`src/rtl/lsu_pkg.sv`:
```
package lsu_pkg;

  typedef enum logic {
    LS_IDLE = 1'b0,
    LS_XFER = 1'b1
  } lsu_state_e;

  // size code to (byte count - 1); codes 2 and 3 both select a full word
  function automatic logic [1:0] size_to_last(input logic [1:0] sz);
    logic [1:0] r;
    case (sz)
      2'd0:    r = 2'd0;
      2'd1:    r = 2'd1;
      default: r = 2'd3;
    endcase
    return r;
  endfunction

endpackage

```
`src/rtl/lsu_seq.sv`:
```
module lsu_seq
  import lsu_pkg::*;
#(
  parameter int WAIT_CYC = 2,
  parameter int IDX_W    = 2
) (
  input  logic             clk,
  input  logic             rst_n,
  input  logic             start,
  input  logic [IDX_W-1:0] start_last,
  output logic             active,
  output logic [IDX_W-1:0] idx,
  output logic             last_wait,
  output logic             finish,
  output logic             done
);

  localparam int CNT_W = (WAIT_CYC > 1) ? $clog2(WAIT_CYC) : 1;
  localparam logic [CNT_W-1:0] CNT_MAX = CNT_W'(WAIT_CYC - 1);

  lsu_state_e       st_q, st_d;
  logic [IDX_W-1:0] idx_q, idx_d;
  logic [IDX_W-1:0] last_q, last_d;
  logic [CNT_W-1:0] wcnt_q, wcnt_d;
  logic             done_q, done_d;
  logic             last_byte;
  logic             seq_en;

  assign active    = (st_q == LS_XFER);
  assign last_wait = (wcnt_q == CNT_MAX);
  assign last_byte = (idx_q == last_q);
  assign finish    = active && last_wait && last_byte;
  assign idx       = idx_q;
  assign done      = done_q;
  assign seq_en    = active || start;

  always_comb begin
    st_d   = st_q;
    idx_d  = idx_q;
    last_d = last_q;
    wcnt_d = wcnt_q;
    done_d = finish;
    case (st_q)
      LS_IDLE: begin
        if (start) begin
          st_d   = LS_XFER;
          idx_d  = '0;
          wcnt_d = '0;
          last_d = start_last;
        end
      end
      LS_XFER: begin
        if (last_wait) begin
          wcnt_d = '0;
          if (last_byte) begin
            st_d  = LS_IDLE;
            idx_d = '0;
          end else begin
            idx_d = idx_q + IDX_W'(1);
          end
        end else begin
          wcnt_d = wcnt_q + CNT_W'(1);
        end
      end
      default: st_d = LS_IDLE;
    endcase
  end

  always_ff @(posedge clk or negedge rst_n) begin
    if (!rst_n) begin
      st_q   <= LS_IDLE;
      idx_q  <= '0;
      last_q <= '0;
      wcnt_q <= '0;
    end else if (seq_en) begin
      st_q   <= st_d;
      idx_q  <= idx_d;
      last_q <= last_d;
      wcnt_q <= wcnt_d;
    end
  end

  always_ff @(posedge clk or negedge rst_n) begin
    if (!rst_n) done_q <= 1'b0;
    else        done_q <= done_d;
  end

  AST_IDX_HOLD: assert property (@(posedge clk) disable iff (!rst_n)
    (active && $past(active) && !$past(last_wait)) |-> (idx == $past(idx)));

  AST_IDX_STEP: assert property (@(posedge clk) disable iff (!rst_n)
    (active && $past(active) && $past(last_wait)) |-> (idx == $past(idx) + IDX_W'(1)));

  AST_DONE_PULSE: assert property (@(posedge clk) disable iff (!rst_n)
    done |=> !done);

  AST_DONE_NOT_BUSY: assert property (@(posedge clk) disable iff (!rst_n)
    done |-> !active);

endmodule

```
`src/rtl/lsu_addr_gen.sv`:
```
module lsu_addr_gen #(
  parameter int ADDR_W = 10,
  parameter int IDX_W  = 2
) (
  input  logic              clk,
  input  logic              rst_n,
  input  logic              start,
  input  logic [ADDR_W-1:0] start_addr,
  input  logic              active,
  input  logic [IDX_W-1:0]  idx,
  output logic [ADDR_W-1:0] mem_a
);

  logic [ADDR_W-1:0] base_q, base_d;
  logic              base_en;

  assign base_en = start;
  assign base_d  = start_addr;

  always_ff @(posedge clk or negedge rst_n) begin
    if (!rst_n)       base_q <= '0;
    else if (base_en) base_q <= base_d;
  end

  // sum truncated to ADDR_W bits: wraps at the top of the space
  assign mem_a = active ? (base_q + ADDR_W'(idx)) : '0;

endmodule

```
`src/rtl/lsu_byte_path.sv`:
```
module lsu_byte_path #(
  parameter int DATA_W = 32,
  parameter int BYTE_W = 8,
  parameter int IDX_W  = 2
) (
  input  logic              clk,
  input  logic              rst_n,
  input  logic              start,
  input  logic              start_wr,
  input  logic [DATA_W-1:0] start_wdata,
  input  logic              active,
  input  logic [IDX_W-1:0]  idx,
  input  logic              last_wait,
  input  logic              finish,
  input  logic [BYTE_W-1:0] mem_q,
  output logic              wr,
  output logic [BYTE_W-1:0] mem_d,
  output logic [DATA_W-1:0] rdata
);

  localparam int NLANE = DATA_W / BYTE_W;

  logic [DATA_W-1:0] wdata_q;
  logic              wr_q;
  logic [DATA_W-1:0] asm_q, asm_d;
  logic [DATA_W-1:0] merged;
  logic [DATA_W-1:0] rdata_q, rdata_d;
  logic [BYTE_W-1:0] wlane [NLANE];
  logic [NLANE-1:0]  hit;
  logic              capture;
  logic              asm_en;

  assign capture = active && last_wait && !wr_q;
  assign asm_en  = start || capture;

  always_ff @(posedge clk or negedge rst_n) begin
    if (!rst_n) begin
      wdata_q <= '0;
      wr_q    <= 1'b0;
    end else if (start) begin
      wdata_q <= start_wdata;
      wr_q    <= start_wr;
    end
  end

  for (genvar g = 0; g < NLANE; g++) begin : g_lane
    assign wlane[g] = wdata_q[g*BYTE_W +: BYTE_W];
    assign hit[g]   = capture && (idx == IDX_W'(g));
    assign merged[g*BYTE_W +: BYTE_W] = hit[g] ? mem_q : asm_q[g*BYTE_W +: BYTE_W];
  end

  always_comb begin
    if (start) asm_d = '0;
    else       asm_d = merged;
  end

  always_ff @(posedge clk or negedge rst_n) begin
    if (!rst_n)      asm_q <= '0;
    else if (asm_en) asm_q <= asm_d;
  end

  assign rdata_d = wr_q ? '0 : merged;

  always_ff @(posedge clk or negedge rst_n) begin
    if (!rst_n)      rdata_q <= '0;
    else if (finish) rdata_q <= rdata_d;
  end

  assign mem_d = (active && wr_q) ? wlane[idx] : '0;
  assign rdata = rdata_q;
  assign wr    = wr_q;

  AST_WR_FIXED: assert property (@(posedge clk) disable iff (!rst_n)
    (active && $past(active)) |-> $stable(wr_q));

endmodule

```
`src/rtl/byte_lsu_top.sv`:
```
module byte_lsu_top
  import lsu_pkg::*;
#(
  parameter int ADDR_W   = 10,
  parameter int DATA_W   = 32,
  parameter int BYTE_W   = 8,
  parameter int WAIT_CYC = 2
) (
  input  logic              clk,
  input  logic              rst_n,
  input  logic              req_valid,
  input  logic              req_mode,
  input  logic              req_write,
  input  logic [1:0]        req_size,
  input  logic [ADDR_W-1:0] req_addr,
  input  logic [DATA_W-1:0] req_wdata,
  output logic              busy,
  output logic              done,
  output logic [DATA_W-1:0] rdata,
  output logic [ADDR_W-1:0] mem_a,
  output logic [BYTE_W-1:0] mem_d,
  input  logic [BYTE_W-1:0] mem_q,
  output logic              mem_cen,
  output logic              mem_wen,
  output logic              mem_oen
);

  localparam int NLANE = DATA_W / BYTE_W;
  localparam int IDX_W = (NLANE > 1) ? $clog2(NLANE) : 1;

  logic             accept;
  logic             active;
  logic [IDX_W-1:0] idx;
  logic             last_wait;
  logic             finish;
  logic             wr;
  logic [IDX_W-1:0] start_last;

  assign accept     = req_valid && req_mode && !active;
  assign start_last = IDX_W'(size_to_last(req_size));

  lsu_seq #(
    .WAIT_CYC (WAIT_CYC),
    .IDX_W    (IDX_W)
  ) u_seq (
    .clk        (clk),
    .rst_n      (rst_n),
    .start      (accept),
    .start_last (start_last),
    .active     (active),
    .idx        (idx),
    .last_wait  (last_wait),
    .finish     (finish),
    .done       (done)
  );

  lsu_addr_gen #(
    .ADDR_W (ADDR_W),
    .IDX_W  (IDX_W)
  ) u_addr (
    .clk        (clk),
    .rst_n      (rst_n),
    .start      (accept),
    .start_addr (req_addr),
    .active     (active),
    .idx        (idx),
    .mem_a      (mem_a)
  );

  lsu_byte_path #(
    .DATA_W (DATA_W),
    .BYTE_W (BYTE_W),
    .IDX_W  (IDX_W)
  ) u_path (
    .clk         (clk),
    .rst_n       (rst_n),
    .start       (accept),
    .start_wr    (req_write),
    .start_wdata (req_wdata),
    .active      (active),
    .idx         (idx),
    .last_wait   (last_wait),
    .finish      (finish),
    .mem_q       (mem_q),
    .wr          (wr),
    .mem_d       (mem_d),
    .rdata       (rdata)
  );

  assign busy    = active;
  assign mem_cen = !active;
  assign mem_wen = !(active && wr);
  assign mem_oen = !(active && !wr);

  AST_IDLE_STROBES: assert property (@(posedge clk) disable iff (!rst_n)
    !busy |-> (mem_cen && mem_wen && mem_oen));

  AST_RW_EXCL: assert property (@(posedge clk) disable iff (!rst_n)
    !mem_cen |-> (mem_wen != mem_oen));

  AST_ADDR_NEXT: assert property (@(posedge clk) disable iff (!rst_n)
    (busy && $past(busy) && (mem_a != $past(mem_a))) |-> (mem_a == $past(mem_a) + ADDR_W'(1)));

  AST_DONE_AFTER_BUSY: assert property (@(posedge clk) disable iff (!rst_n)
    done |-> $past(busy));

  AST_RDATA_HELD: assert property (@(posedge clk) disable iff (!rst_n)
    !done |-> $stable(rdata));

  AST_MODE_GATE: assert property (@(posedge clk) disable iff (!rst_n)
    (!$past(busy) && !$past(req_mode)) |-> !busy);

endmodule

```
`config.mk`:
```
export PLATFORM = sky130hd
export DESIGN_NAME = byte_lsu_top
export DESIGN_NICKNAME = d
export VERILOG_FILES = /design/src/rtl/lsu_pkg.sv /design/src/rtl/lsu_seq.sv /design/src/rtl/lsu_addr_gen.sv /design/src/rtl/lsu_byte_path.sv /design/src/rtl/byte_lsu_top.sv
export SDC_FILE = /design/constraint.sdc
export NUM_CORES = 1
export LEC_CHECK = 0
export BUFFER_PORTS_ARGS = -buffer_cell sky130_fd_sc_hd__buf_2
export CAP_MARGIN = 0
export CORE_MARGIN = 2
export CORE_UTILIZATION = 40
export DETAILED_ROUTE_END_ITERATION = 10
export GPL_ROUTABILITY_DRIVEN = 0
export PLACE_DENSITY_LB_ADDON = 0.15
export SYNTH_ARGS = -nofsm -noshare
export SYNTH_HDL_FRONTEND = slang
export SYNTH_HIERARCHICAL = 1
export SYNTH_SLANG_ARGS = --single-unit
```
`constraint.sdc`:
```
create_clock -name clk -period 2.47 [get_ports clk]
set_input_delay 0 -clock clk [delete_from_list [all_inputs] [get_ports clk]]
set_output_delay 0 -clock clk [all_outputs]
set_load 0.02 [all_outputs]
```
# Word level (Yosys, flattened, before mapping)
# Cells that the tools add are included.
# word_totals
reg_bits,114
input_bits,57
out_inout_bits,55
elab_cells,68
# classes
n_addsub,3
n_lt_le_gt_ge,1
eq_ne,7
mux,23
n_bitwise,2
n_reduce_logical,22
# op_table
operator,n
$mux 32,2
$mux 8,7
$bmux 8 s2,1
$logic_and 1x1->1,11
$add 10x2->10,1
$mux 10,1
$pmux 2 s2,2
$mux 2,3
$reduce_and 3->1,2
$mux 1,5
$eq 2x1->1 const B,2
$eq 2x2->1 const B,2
$logic_not 1->1,4
$logic_not 2->1,2
$pmux 1 s2,2
$ge 3x3->1 const B,1
$not 2->3,1
$add 2x1->2 const B,1
$eq 2x2->1,1
$logic_or 1x1->1,2
$ne 2x1->1 const B,1
$ne 2x2->1 const B,1
$reduce_and 2->1,1
$add 1x1->1 const B,1
$not 1->1,1

# Depth between registers and ports, before layout
# depth
ltp_word,5
ltp_mapped,6
depth_no_buf,5

# By module
# Netlist, hierarchy kept.
# by_module_without_submodules
module,n_inst,cells_per_inst,area_per_inst_um2
lsu_byte_path,1,426,4677.0
lsu_addr_gen,1,61,603.1
lsu_seq,1,29,320.3
byte_lsu_top,1,6,32.5

# Worst setup path after synthesis
# Ideal clock, no wire load.
# synth_timing
path_kind,register to register
from,"reg u_seq.st_q, in the netlist u_seq/active"
to,"reg u_path.rdata_q[10], in the netlist u_path/rdata[10]"
setup_ps,90
t_arrival_ps,1901
required_time_ps,2380
setup_slack_ps,479
stages_incl_launch_ff,7
n_path_buf,2
cell_sequence,dfrtp_1 -> nand2_1 -> nor3_2 -> buf_2 -> clkbuf_1 -> o2111ai_1 -> o221ai_1
# synth_rtl
item,line_no,source
from (decl),lsu_seq.sv:21,"lsu_state_e st_q, st_d;"
from (signal assigned),lsu_seq.sv:76,st_q <= st_d;
$logic_and 1x1->1 (2 in series),lsu_seq.sv:32,assign finish = active && last_wait && last_byte;
via finish,byte_lsu_top.sv:35,logic finish;
to (signal assigned),lsu_byte_path.sv:66,else if (finish) rdata_q <= rdata_d;
to (decl),lsu_byte_path.sv:27,"logic [DATA_W-1:0] rdata_q, rdata_d;"
# The timed path passes the listed nets, and every way through them passes these cells.
# A chain may end at the register's enable or synchronous reset.

# Final worst setup path
# layout_timing
from,"reg u_seq.idx_q[1], in the netlist u_seq/idx[1]"
to,out mem_d[5]
# layout_between
elab_chain_len,5
# layout_rtl
item,line_no,source
from (decl),lsu_seq.sv:22,"logic [IDX_W-1:0] idx_q, idx_d;"
from (signal assigned),lsu_seq.sv:77,idx_q <= idx_d;
$not 2->3 (not written as such),lsu_byte_path.sv:69,assign mem_d = (active && wr_q) ? wlane[idx] : '0;
$bmux 8 s2,lsu_byte_path.sv:69,
$mux 8 (not written as such) (2 in series),lsu_byte_path.sv:69,
$mux 8,lsu_byte_path.sv:69,
to (decl),byte_lsu_top.sv:21,"output logic [BYTE_W-1:0] mem_d,"
# Every way passes these cells. The select of a mux whose other input is x is not followed.

==> flow_metrics.tcl <==
set metrics [dict create \
    ys_warn_count 6 \
    grt_pass1_wl_mm 25.0 \
    cts.htree.levels 4 \
    ys_seq_elements 114 \
    cts_root_buf "clkbuf_16" \
    finalPower_w 0.00908 \
    synth_top_family_by_area "compound AO/OA/AOI/OAI gates" \
    die_x_um 123 \
    grt_use_met2_pct 33.8 \
    synth_enable_flop_cells 0 \
    synthesis.area_um2 5630 \
    clockBufferDepth 2 \
    maxCapViolCount 0 \
    worstPathRequired_ps 2470 \
    drt_drc_violations_left 0 \
    syn_inst 522 \
    dp_hpwl_mm 9.70 \
    detail_route.first_pass.iterations 5 \
    rsz0062_at_grt "no" \
    maxSlewViolCount 0 \
    syn_avg_cell_area_um2 10.8 \
    grt.busiest_layer "met2" \
    crit_fanout 68 \
    coreArea_um2 13800 \
    synthFlopType "dfrtp_1" \
    io_pins 112 \
    outcome "completed" \
    use_met3_pct 4.79 \
    ys_seq_area_share_pct 50.6 \
    die_h_um 123 \
    slew_headroom_pct 49.3 \
    leakage_nw 3.35 \
    synth_cell_types 47 \
    fin_tns_setup_ps 0 \
    antenna_found_initial 0 \
    fmax_mhz 429 \
    clk_pin_slew_ps 50 \
    clock_latency_ps 410 \
    fin_skew_ps 7.88 \
    syn2layout_area_growth_pct 32.5 \
    postRouteWirelength_mm 15.3 \
    min_period_over_period_pct 94.3 \
    end_kind "output pin" \
    peakVddDrop_uv 583 \
    multiInputGateArea_um2 2380 \
    async_reset_ff_share_pct 100 \
    drive_gt1_share_pct 30.9 \
    hold_path_class "primary input to asynchronous set/reset pin" \
    fillCellCount 1246 \
    start_util_pct 40.7 \
    grt_pass1_vias 4817 \
    viasPerCell 5.49 \
    setup_viol 0 \
    yosys.area_share.simple_pct 13.5 \
    grt_max_degree 83 \
    arrival_ps 2330 \
    power.density_nw_per_um2 1220 \
    hold_violations 0 \
    period_minus_slack_ps 2330 \
    critical_path.startpoint_type "register" \
    grtUsageMet1_pct 29.5 \
    postCtsSetupBuffers 0 \
    cts_tree "built" \
    routedWlPerCell_um 17.6 \
    design.die.area_um2 15000 \
    route.vias.total 4753 \
    num_rows 43 \
    syn_nets 582 \
    antenna_left 0 \
    tightest_slew_ps 760 \
    grtUsageTotal_pct 21.7 \
    synthMuxAreaShare_pct 12.1 \
    final_cell_mix "dfrtp_1, buf_2, nand3_1" \
    drt_iter0_drc 405 \
    critical_path_class "register to output pin" \
    clock-sinks 114 \
    nets 736 \
    synth_compound_area_share_pct 15.1 \
    synth_xor_area_share_pct 0.622 \
    numPortBuffers 111 \
    grt-ovfl-total 0 \
    seq_area_um2 2860 \
    final_common_cell "dfrtp_1" \
    n_antenna_cell 0 \
    synthAdderAreaFrac_pct 0.800 \
    numCtsBuffers 17 \
]
[flip-flops by register name (all words and copies together) (netlist names)]
name,cells
u_seq/idx,2
u_addr/base_q,10
u_path/wr,1
u_path/wdata_q,32
u_seq/last_q,2
u_seq/active,1
u_path/asm_q,32
u_seq/done,1
u_seq/last_wait,1
u_path/rdata,32
[worst max-delay path, stage by stage, from the launching register on]
cell     delay (ps)
dfrtp_2         530
buf_4           610
mux4_2          400
and3_1          200
buf_2           160
[area by class of cell]
cell class,instances,share of cell area (%)
Clock buffer,25,7.18
Clock inverter,4,0.939
Inverter,39,1.96
Multi-Input combinational cell,322,31.9
Sequential cell,114,38.3
Tap cell,180,3.02
Timing Repair Buffer,182,16.8
[per-layer routing]
metal	up-vias	wire length [µm]
met4	0	178
met3	15	851
met1	2345	7170
met5	-	0
li1	2233	-
met2	160	7070
[stage by stage]
step                cells  instance area (µm²)  util [%]  setup WS, ps  hold WS, ps
finish                866                 7460      54.0           140          192
global route          866                 7460      54.0          26.3          230
CTS                   866                 7460      54.0           104          179
detailed placement    783                 6320      45.7           564          125
global placement      783                 6320      45.7           581          122
floorplan             522                 5630         -           479         -296
[repair_timing]
action | 4_1_cts | 5_1_grt
hold buffers | 54 | 0
gates resized for setup | 0 | 1
setup endpoints to repair | 0 | 2
endpoints found under the hold margin | 130 | 0
[worst paths after layout]
kind                                   start           endpoint  slack (ps)  depth (start not counted)
setup / recovery                u_seq/idx[1]           mem_d[5]         140                          4
hold / removal                         rst_n   u_path/rdata[25]         190                          2
setup reg to reg                u_seq/active   u_path/rdata[29]         520                          6
hold reg to reg            u_path/wdata_q[8]  u_path/wdata_q[8]         500                          1
max in group asynchronous              rst_n    u_path/rdata[6]        1500                          3
min in group clk                    req_mode   u_addr/base_q[8]         190                          4
[power breakdown]
group	total [W]	internal, W	switching (W)
Clock	0.00248	0.00168	0.000801
Sequential	0.00322	0.00266	0.000563
Combinational	0.00338	0.00142	0.00196
[cell usage after synthesis (2+ instances only)]
cell	count	share of area, %
mux2_2	41	8.2
buf_1	2	0.13
dfrtp_1	114	51
o21ai_0	36	3.2
and3_1	9	1.0
ha_1	2	0.44
nand2_2	2	0.22
o2111ai_1	16	2.5
o31ai_1	2	0.27
buf_6	4	0.80
or3_1	4	0.44
and2_1	2	0.22
mux4_1	5	2.3
buf_8	2	0.53
mux4_2	3	1.2
o21ai_1	5	0.44
buf_4	2	0.27
xor2_1	2	0.31
o221ai_1	32	5.0
and3b_1	9	1.4
nand2_1	8	0.53
inv_1	38	2.5
nor2_1	8	0.53
a21oi_1	40	3.6
buf_2	20	1.8
clkbuf_1	17	1.1
nand3_1	74	6.6
nand2b_1	2	0.22
nor2b_1	2	0.22
xnor2_1	2	0.31
[logic make-up after synthesis]
logic type	count (synthesis)
AND/OR/NAND/NOR	132
multiplexers	51
AO/OA/AOI/OAI	132
XOR/XNOR	4
adder cells (fa/ha/maj)	3
flip-flops	114
buffers and inverters	86
Power figures use the tool's default switching activity.
